`src/rtl/iqcal_pkg.sv`:
```
package iqcal_pkg;

  localparam int unsigned DEF_ADDR_W = 8;
  localparam int unsigned DEF_DATA_W = 32;
  localparam int unsigned DEF_COEF_W = 16;
  localparam int unsigned N_COEF     = 4;

  // byte offsets
  localparam int unsigned OFS_CTRL   = 'h00;
  localparam int unsigned OFS_STAT   = 'h04;
  localparam int unsigned OFS_COEF0  = 'h10;
  localparam int unsigned OFS_COMMIT = 'h20;

  // field positions
  localparam int unsigned CTRL_EN_BIT   = 0;
  localparam int unsigned CTRL_MODE_LSB = 1;
  localparam int unsigned CTRL_W        = 3;
  localparam int unsigned STAT_LOCK_BIT = 0;
  localparam int unsigned STAT_SAT_BIT  = 1;

  typedef enum logic [2:0] {
    RSEL_NONE,
    RSEL_CTRL,
    RSEL_STAT,
    RSEL_COEF,
    RSEL_COMMIT
  } rsel_e;

endpackage

```
`src/rtl/iqcal_addr_dec.sv`:
```
module iqcal_addr_dec
  import iqcal_pkg::*;
#(
  parameter int unsigned ADDR_W = DEF_ADDR_W,
  parameter int unsigned NC     = N_COEF,
  localparam int unsigned IDX_W = $clog2(NC)
) (
  input  logic [ADDR_W-1:0] addr,
  output rsel_e             sel,
  output logic [IDX_W-1:0]  idx
);
  localparam logic [ADDR_W-1:0] A_CTRL   = ADDR_W'(OFS_CTRL);
  localparam logic [ADDR_W-1:0] A_STAT   = ADDR_W'(OFS_STAT);
  localparam logic [ADDR_W-1:0] A_COEF0  = ADDR_W'(OFS_COEF0);
  localparam logic [ADDR_W-1:0] A_COEFN  = ADDR_W'(OFS_COEF0 + 4 * NC);
  localparam logic [ADDR_W-1:0] A_COMMIT = ADDR_W'(OFS_COMMIT);

  logic [ADDR_W-1:0] off;
  assign off = addr - A_COEF0;
  assign idx = IDX_W'(off >> 2);

  always_comb begin
    sel = RSEL_NONE;
    if (addr == A_CTRL)
      sel = RSEL_CTRL;
    else if (addr == A_STAT)
      sel = RSEL_STAT;
    else if (addr >= A_COEF0 && addr < A_COEFN && addr[1:0] == 2'b00)
      sel = RSEL_COEF;
    else if (addr == A_COMMIT)
      sel = RSEL_COMMIT;
  end
endmodule

```
`src/rtl/iqcal_coef_bank.sv`:
```
module iqcal_coef_bank #(
  parameter int unsigned           COEF_W  = 16,
  parameter int unsigned           NC      = 4,
  parameter logic [NC*COEF_W-1:0]  RST_VAL = '0,
  localparam int unsigned          IDX_W   = $clog2(NC)
) (
  input  logic                   clk,
  input  logic                   rst,
  input  logic                   wr_en,
  input  logic [IDX_W-1:0]       wr_idx,
  input  logic [COEF_W-1:0]      wr_data,
  input  logic                   commit_wr,
  input  logic                   sym_strobe,
  output logic [NC*COEF_W-1:0]   shadow_vec,
  output logic [NC*COEF_W-1:0]   active_vec,
  output logic                   pending
);
  logic xfer;
  assign xfer = pending & sym_strobe;

  always_ff @(posedge clk) begin
    if (rst)            pending <= 1'b0;
    else if (commit_wr) pending <= 1'b1;
    else if (xfer)      pending <= 1'b0;
  end

  for (genvar i = 0; i < NC; i++) begin : g_slot
    always_ff @(posedge clk) begin
      if (rst)
        shadow_vec[i*COEF_W +: COEF_W] <= RST_VAL[i*COEF_W +: COEF_W];
      else if (wr_en && wr_idx == IDX_W'(i))
        shadow_vec[i*COEF_W +: COEF_W] <= wr_data;
    end

    always_ff @(posedge clk) begin
      if (rst)
        active_vec[i*COEF_W +: COEF_W] <= RST_VAL[i*COEF_W +: COEF_W];
      else if (xfer)
        active_vec[i*COEF_W +: COEF_W] <= shadow_vec[i*COEF_W +: COEF_W];
    end
  end
endmodule

```
`src/rtl/iqcal_sat_status.sv`:
```
module iqcal_sat_status (
  input  logic clk,
  input  logic rst,
  input  logic sat_evt,
  input  logic clr,
  output logic sat_q
);
  always_ff @(posedge clk) begin
    if (rst) sat_q <= 1'b0;
    else     sat_q <= (sat_q & ~clr) | sat_evt;
  end
endmodule

```
`src/rtl/iqcal_regbank.sv`:
```
module iqcal_regbank
  import iqcal_pkg::*;
#(
  parameter int unsigned ADDR_W = DEF_ADDR_W,
  parameter int unsigned DATA_W = DEF_DATA_W,
  parameter int unsigned COEF_W = DEF_COEF_W
) (
  input  logic              clk,
  input  logic              rst,
  input  logic              psel,
  input  logic              penable,
  input  logic              pwrite,
  input  logic [ADDR_W-1:0] paddr,
  input  logic [DATA_W-1:0] pwdata,
  output logic [DATA_W-1:0] prdata,
  output logic              pready,
  input  logic              sym_strobe,
  input  logic              lock_in,
  input  logic              sat_evt,
  output logic              dp_enable,
  output logic [1:0]        dp_mode,
  output logic [COEF_W-1:0] c11,
  output logic [COEF_W-1:0] c12,
  output logic [COEF_W-1:0] c21,
  output logic [COEF_W-1:0] c22
);
  localparam int unsigned IDX_W  = $clog2(N_COEF);
  localparam int unsigned VEC_W  = N_COEF * COEF_W;
  localparam logic [COEF_W-1:0] ONE  = COEF_W'(1) << (COEF_W - 2);
  localparam logic [COEF_W-1:0] ZERO = '0;
  localparam logic [VEC_W-1:0]  IDENT = {ONE, ZERO, ZERO, ONE};

  rsel_e              sel;
  logic [IDX_W-1:0]   idx;
  logic               wr_acc, rd_setup;
  logic               ctrl_wr, coef_wr, commit_wr, sat_clr;
  logic [CTRL_W-1:0]  ctrl_q;
  logic               sat_q;
  logic               commit_pend;
  logic [VEC_W-1:0]   shd_vec, act_vec;
  logic [DATA_W-1:0]  rd_next;

  assign pready   = 1'b1;
  assign wr_acc   = psel & penable & pwrite;
  assign rd_setup = psel & ~penable & ~pwrite;

  iqcal_addr_dec #(.ADDR_W(ADDR_W), .NC(N_COEF)) u_dec (
    .addr (paddr),
    .sel  (sel),
    .idx  (idx)
  );

  assign ctrl_wr   = wr_acc && sel == RSEL_CTRL;
  assign coef_wr   = wr_acc && sel == RSEL_COEF;
  assign commit_wr = wr_acc && sel == RSEL_COMMIT;
  assign sat_clr   = wr_acc && sel == RSEL_STAT && pwdata[STAT_SAT_BIT];

  always_ff @(posedge clk) begin
    if (rst)          ctrl_q <= '0;
    else if (ctrl_wr) ctrl_q <= pwdata[CTRL_W-1:0];
  end

  assign dp_enable = ctrl_q[CTRL_EN_BIT];
  assign dp_mode   = ctrl_q[CTRL_MODE_LSB +: 2];

  iqcal_coef_bank #(.COEF_W(COEF_W), .NC(N_COEF), .RST_VAL(IDENT)) u_bank (
    .clk        (clk),
    .rst        (rst),
    .wr_en      (coef_wr),
    .wr_idx     (idx),
    .wr_data    (pwdata[COEF_W-1:0]),
    .commit_wr  (commit_wr),
    .sym_strobe (sym_strobe),
    .shadow_vec (shd_vec),
    .active_vec (act_vec),
    .pending    (commit_pend)
  );

  assign c11 = act_vec[0*COEF_W +: COEF_W];
  assign c12 = act_vec[1*COEF_W +: COEF_W];
  assign c21 = act_vec[2*COEF_W +: COEF_W];
  assign c22 = act_vec[3*COEF_W +: COEF_W];

  iqcal_sat_status u_sat (
    .clk     (clk),
    .rst     (rst),
    .sat_evt (sat_evt),
    .clr     (sat_clr),
    .sat_q   (sat_q)
  );

  always_comb begin
    rd_next = '0;
    unique case (sel)
      RSEL_CTRL: rd_next[CTRL_W-1:0] = ctrl_q;
      RSEL_STAT: begin
        rd_next[STAT_LOCK_BIT] = lock_in;
        rd_next[STAT_SAT_BIT]  = sat_q;
      end
      RSEL_COEF: rd_next[COEF_W-1:0] = shd_vec[idx*COEF_W +: COEF_W];
      default:   rd_next = '0;
    endcase
  end

  always_ff @(posedge clk) begin
    if (rst)           prdata <= '0;
    else if (rd_setup) prdata <= rd_next;
  end
endmodule

```
`config.mk`:
```
export PLATFORM = sky130hd
export DESIGN_NAME = iqcal_regbank
export DESIGN_NICKNAME = d
export VERILOG_FILES = /design/src/rtl/iqcal_pkg.sv /design/src/rtl/iqcal_addr_dec.sv /design/src/rtl/iqcal_coef_bank.sv /design/src/rtl/iqcal_sat_status.sv /design/src/rtl/iqcal_regbank.sv
export SDC_FILE = /design/constraint.sdc
export NUM_CORES = 1
export LEC_CHECK = 0
export ABC_AREA = 0
export BUFFER_PORTS_ARGS = -buffer_cell sky130_fd_sc_hd__buf_2
export CORE_UTILIZATION = 45
export DETAILED_ROUTE_END_ITERATION = 6
export GPL_ROUTABILITY_DRIVEN = 0
export GPL_TIMING_DRIVEN = 0
export HOLD_SLACK_MARGIN = 0.06
export PLACE_DENSITY = 0.77
export SETUP_SLACK_MARGIN = 0.5
export SLEW_MARGIN = 15
export SYNTH_ARGS = -nofsm -noshare
export SYNTH_HDL_FRONTEND = slang
export SYNTH_SLANG_ARGS = --single-unit
```
`constraint.sdc`:
```
create_clock -name clk -period 2.5 [get_ports clk]
set_input_delay 0.625 -clock clk [delete_from_list [all_inputs] [get_ports clk]]
set_output_delay 0.625 -clock clk [all_outputs]
set_load 0.01 [all_outputs]
```
After elaboration in Yosys (flattened, before gate mapping)

Cells that the tools add are included.

Output and inout port bits: 100
Register bits after elaboration: 149
Input port bits: 48

Equality and inequality tests: 9
Bitwise logic cells: 10
Reductions and logical operators: 15
Multiplexer cells: 9
Order comparisons: 2
Shift operators: 1
$add $sub $neg: 1

Operators with widths:

| cell                | number |
|---|---|
| $shiftx 64x7->16    | 1 |
| $mux 13             | 1 |
| $mux 3              | 4 |
| $logic_and 1x1->1   | 11 |
| $eq 8x3->1 const B  | 1 |
| $eq 8x6->1 const B  | 1 |
| $ge 8x5->1 const B  | 1 |
| $logic_not 8->1     | 1 |
| $lt 8x6->1 const B  | 1 |
| $and 1x1->1         | 6 |
| $eq 3x2->1 const B  | 2 |
| $pmux 2 s3          | 1 |
| $eq 2x2->1 const B  | 2 |
| $logic_not 2->1     | 2 |
| $sub 4x1->4 const B | 1 |
| $eq 3x1->1 const B  | 1 |
| $eq 3x3->1 const B  | 1 |
| $not 1->1           | 3 |
| $eq 2x1->1 const B  | 1 |
| $mux 1              | 2 |
| $pmux 1 s2          | 1 |
| $reduce_bool 2->1   | 1 |
| $or 1x1->1          | 1 |

Longest topological paths before layout

Depth after elaboration: 12
Gate-level depth with buffers: 7
Depth with buffers taken out: 4

Modules after synthesis

A second synthesis with hierarchy kept.

Cell total of the unflattened synthesis: 656
Area total of the unflattened synthesis: 6711.4 um2

Modules (own cells, without submodules):

| module           | area an instance (um2) | times used | sequential area each (um2) | cells an instance |
|---|---|---|---|---|
| iqcal_coef_bank  | 5287.6                 | 1          | 2582.5                     | 524 |
| iqcal_regbank    | 1311.3                 | 1          | 380.4                      | 118 |
| iqcal_addr_dec   | 73.8                   | 1          | 0.0                        | 10 |
| iqcal_sat_status | 38.8                   | 1          | 20.0                       | 4 |

Worst setup path after synthesis

Ideal clock, no wire load.

Path kind: input-to-reg
Start: input paddr[7]
End: register u_bank.shadow_vec[7]
Data arrival time: 2185 ps
Cell stages on the path: 7
Buffers on the path: 3
Data required time: 2381 ps
Setup slack: 196 ps
Path through: or4_4 > buf_6 > or4_1 > buf_2 > buf_6 > nand3b_1 > o21ai_1

Word-level cells in the longest chain between the ends: 9

RTL lines:

| what                                     | line                  | RTL |
|---|---|---|
| from (decl)                              | iqcal_regbank.sv:13   | `input logic [ADDR_W-1:0] paddr,` |
| $ge 8x5->1 or $lt 8x6->1 (tied branches) | iqcal_addr_dec.sv:28  | `else if (addr >= A_COEF0 && addr < A_COEFN && addr[1:0] == 2'b00)` |
| $logic_and 1x1->1 (2 in a row)           | iqcal_addr_dec.sv:28  |  |
| $mux 3                                   | iqcal_addr_dec.sv:28  |  |
| $mux 3                                   | iqcal_addr_dec.sv:26  | `else if (addr == A_STAT)` |
| $mux 3 *                                 | iqcal_addr_dec.sv:24  | `if (addr == A_CTRL)` |
| $eq 3x2->1 *                             | iqcal_regbank.sv:54   | `assign coef_wr = wr_acc && sel == RSEL_COEF;` |
| $logic_and 1x1->1 *                      | iqcal_regbank.sv:54   |  |
| $logic_and 1x1->1 *                      | iqcal_coef_bank.sv:31 | `else if (wr_en && wr_idx == IDX_W'(i))` |
| to (signal, indexed assignment)          | iqcal_coef_bank.sv:30 | `shadow_vec[i*COEF_W +: COEF_W] <= RST_VAL[i*COEF_W +: COEF_W];` |
| to (signal, indexed assignment)          | iqcal_coef_bank.sv:32 | `shadow_vec[i*COEF_W +: COEF_W] <= wr_data;` |
| to (decl)                                | iqcal_coef_bank.sv:14 | `output logic [NC*COEF_W-1:0] shadow_vec,` |

Mark *: on every way between the ends. The rest lies on a longest branch, timed or not.
A chain may end at the register's enable or synchronous reset.

Worst setup path after layout

Start: input paddr[7]
End: register u_bank.shadow_vec[26]

Same word-level chain as after synthesis.

==> results.py <==
metrics = {
    "power_and_ir_drop": {
        "ir_drop_mv": 0.521,
        "leakage_nw": 3.11,
        "p_total_w": 0.00538,
        "power.density_nw_per_um2": 681,
    },
    "clock_network": {
        "clk_latency_ns": 0.43,
        "cts-hold-fix-buffers": 0,
        "clk_pin_slew_worst_paths_ns": 0.06,
        "cts_root_buf": "clkbuf_16",
        "clockBufferDepth": 2,
        "cts.htree.levels": 4,
        "cts_tree": "done",
        "cts_sinks": 149,
        "cts_buffers": 17,
    },
    "run": {
        "cap_violations": 0,
    },
    "detailed_routing": {
        "postRouteAntennaNets": 0,
        "drc": 0,
        "wirelength_mm": 18.2,
        "drt_iter0_drc": 625,
        "firstDrtPassIters": 5,
        "vias": 5394,
        "avgViaCountPerCell": 5.47,
        "wl_per_cell_um": 18.5,
    },
    "timing": {
        "hold_ws_ns": 0.451,
        "max_freq_mhz": 501,
        "report.final.slew_viol_count": 0,
        "timing.final.crit_share_pct": 79.9,
        "finalClockSkew_ns": 0.0188,
        "setup_violations": 0,
        "setup_ws_ns": 0.503,
        "post-route-min-period_ns": 2.00,
        "tightest_slew_ns": 0.666,
        "grt_setup_unrepaired": "yes",
        "finalHoldViolCount": 0,
        "relSlewSlack_pct": 55.6,
    },
    "layout": {
        "antenna-diode-count": 0,
        "synthToLayoutAreaGrowth_pct": 29.3,
        "nets": 847,
        "drive_gt1_share_pct": 32.2,
        "fin_cells": 987,
    },
    "global_route": {
        "grt_max_degree": 17,
        "gr-total-overflow": 0,
        "grt_pass1_wl_mm": 28.1,
        "grt_usage_pct": 26.1,
        "grt_pass1_vias": 5307,
        "antenna_found_initial": 0,
    },
    "worst_setup_path": {
        "ff2ff_path_depth": 5,
        "crit_top_cell": "buf_6",
        "crit_fanout": 6,
        "critPathLaunchType": "primary input",
        "critical_path.max_stage_delay_ns": 0.52,
        "slowest_stage": "or4_4",
        "crit_type": "in -> reg",
        "r2r_slack_ns": 0.68,
        "path_cells": "buf_6, or4_4, buf_6, or4_4, buf_8, buf_6, buf_12, o21ai_1",
        "cp-end-kind": "flip-flop",
        "r2r-end": "u_bank.active_vec[45]$_SDFFE_PP0P_",
        "arrival_ns": 2.35,
        "r2r_start": "u_bank.pending$_SDFFE_PP0P_",
        "crit_required_ns": 2.85,
        "path_buf_inv": 5,
        "cpLargestDelayFamily": "simple AND/OR/NAND/NOR gates",
    },
    "placed_design": {
        "port_buffers": 111,
        "placed_cells": 945,
        "post-dp-hpwl_mm": 12.2,
        "pre_cts_slack_ns": -0.00458,
    },
    "floorplan": {
        "core_um2": 13200,
        "ios": 148,
        "initial_core_util_pct": 46.1,
        "die-area_um2": 14000,
        "fp.dieH_um": 118,
        "die_w_um": 118,
        "rows": 42,
    },
    "synth": {
        "synthXorXnorAreaFrac_pct": 0,
        "synth-edff-count": 0,
        "synth_ff_type": "dfxtp_1",
        "syn_inst": 643,
        "synth_top_cells_by_count": "dfxtp_1, nand2_1, a21oi_1",
        "synth_area_um2": 6110,
        "synthMuxAreaShare_pct": 6.37,
        "yosysMostFrequentCell": "dfxtp_1",
        "synthDistinctLibCells": 38,
        "yosysTopAreaCell": "dfxtp_1",
        "synth_area_per_cell_um2": 9.50,
        "synthSimpleGateAreaFrac_pct": 21.5,
        "synthAdderAreaFrac_pct": 0,
        "synth_area_leaders": "dfxtp_1, nand2_1, nand3b_1",
        "synth_seq_cells": 149,
        "async_flop_share_pct": 0,
        "yosysSeqAreaShare_pct": 48.9,
        "yosysWarnings": 0,
        "synth_top_family_by_area": "simple AND/OR/NAND/NOR gates",
        "synth-compound-area-share_pct": 15.6,
        "yosys.area.top_type_share_pct": 48.9,
    },
    "hold_path": {
        "hold-path-endpoint": "u_bank.active_vec[3]$_SDFFE_PP0P_",
        "hold_class": "reg -> reg",
        "holdPathStages": 2,
        "hp-start": "u_bank.active_vec[3]$_SDFFE_PP0P_",
    },
    "outcome": {
        "status": "finished clean",
    },
}
layout make-up:
class	instances	area, um^2
fill	1111	5350
sequential	149	2980
multi-input combinational	431	2770
timing repair buffer	122	743
buffer	75	536
clock buffer	18	439
tap	176	220
clock inverter	13	196
inverter	3	11.3
state kept, by name, indices dropped and copies added (netlist names):
name / cells
ctrl_q: 3
prdata: 16
u_bank.active_vec: 64
u_bank.pending: 1
u_bank.shadow_vec: 64
u_sat.sat_q: 1
placed cells by master (no fill, tap or decap), types with 3 or more instances in the layout:
master and n:
mux2i_1 4, conb_1 17, nand3b_1 52, buf_1 4, nand3_1 3, bufinv_16 4, nand2_1 130, inv_6 4
buf_8 9, mux4_2 13, or4_4 5, inv_1 3, buf_4 24, nor3_1 3, nand3b_2 14, o21ai_1 38
clkinv_4 3, buf_6 8, nor2_1 6, mux2_2 5, a32o_1 13, a21oi_2 3, buf_2 111, buf_16 3
nand2b_1 17, clkbuf_16 19, o21ai_2 24, dfxtp_1 149, clkbuf_1 32, a21oi_1 66
metal layers:
layer / GRT usage [%] / part of all wire, % / vias up
li1: - / - / 2524
met1: 33.0 / 42 / 2525
met2: 42.1 / 46 / 294
met3: 7.19 / 8.6 / 51
met4: 10.5 / 2.9 / 0
met5: 0 / 0 / -
worst max-delay path by stage:
stage	end	cells past startpoint	from	slack, ns
floorplan	u_bank.shadow_vec[7]$_SDFFE_PP0P_	7	paddr[7]	0.20
global placement	u_bank.shadow_vec[48]$_SDFFE_PP0P_	8	paddr[7]	0.009
detailed placement	u_bank.shadow_vec[50]$_SDFFE_PP0P_	8	paddr[7]	-0.005
CTS	u_bank.shadow_vec[36]$_SDFFE_PP0P_	8	paddr[7]	0.47
global route	u_bank.shadow_vec[20]$_SDFFE_PP0P_	8	paddr[7]	0.49
finish	u_bank.shadow_vec[26]$_SDFFE_PP0P_	8	paddr[7]	0.50
where the power goes:
| part | total, W | switching [W] | internal [W] | leakage, nW |
|---|---|---|---|---|
| Combinational | 0.000234 | 0.000144 | 0.0000897 | 1.60 |
| Clock | 0.00277 | 0.00106 | 0.00171 | 0.304 |
| Sequential | 0.00238 | 0.00000110 | 0.00238 | 1.20 |
cell families (layout without fill, tap and decap cells):
group | after synthesis | in the layout
AND/OR/NAND/NOR | 238 | 238
flip-flops | 149 | 149
multiplexers | 22 | 22
AO/OA/AOI/OAI | 154 | 154
buffers and inverters | 78 | 231
other | 2 | 17
repair_timing:
item                       CTS  global route
setup endpoints to repair   57            53
buffers inserted             5             1
resized for setup           15            12
cloned                       3             2
pin swaps                    2             7
worst reg2reg max path: cells and delay by family, from the launching register on:
kind                   cells  cell delay (ns)
buffers and inverters      2             0.96
flip-flops                 1             0.34
AO/OA/AOI/OAI              1             0.14
AND/OR/NAND/NOR            2             0.31
stage by stage:
step	TNS [ns]	instance area (um^2)	utilization (%)
finish	0	7900	59.6
global route	0	7900	59.6
CTS	0	7790	58.8
detailed placement	-0.00741	6980	52.7
global placement	0	6980	52.7
floorplan	0	6210	-
Power figures use the tool's default switching activity.
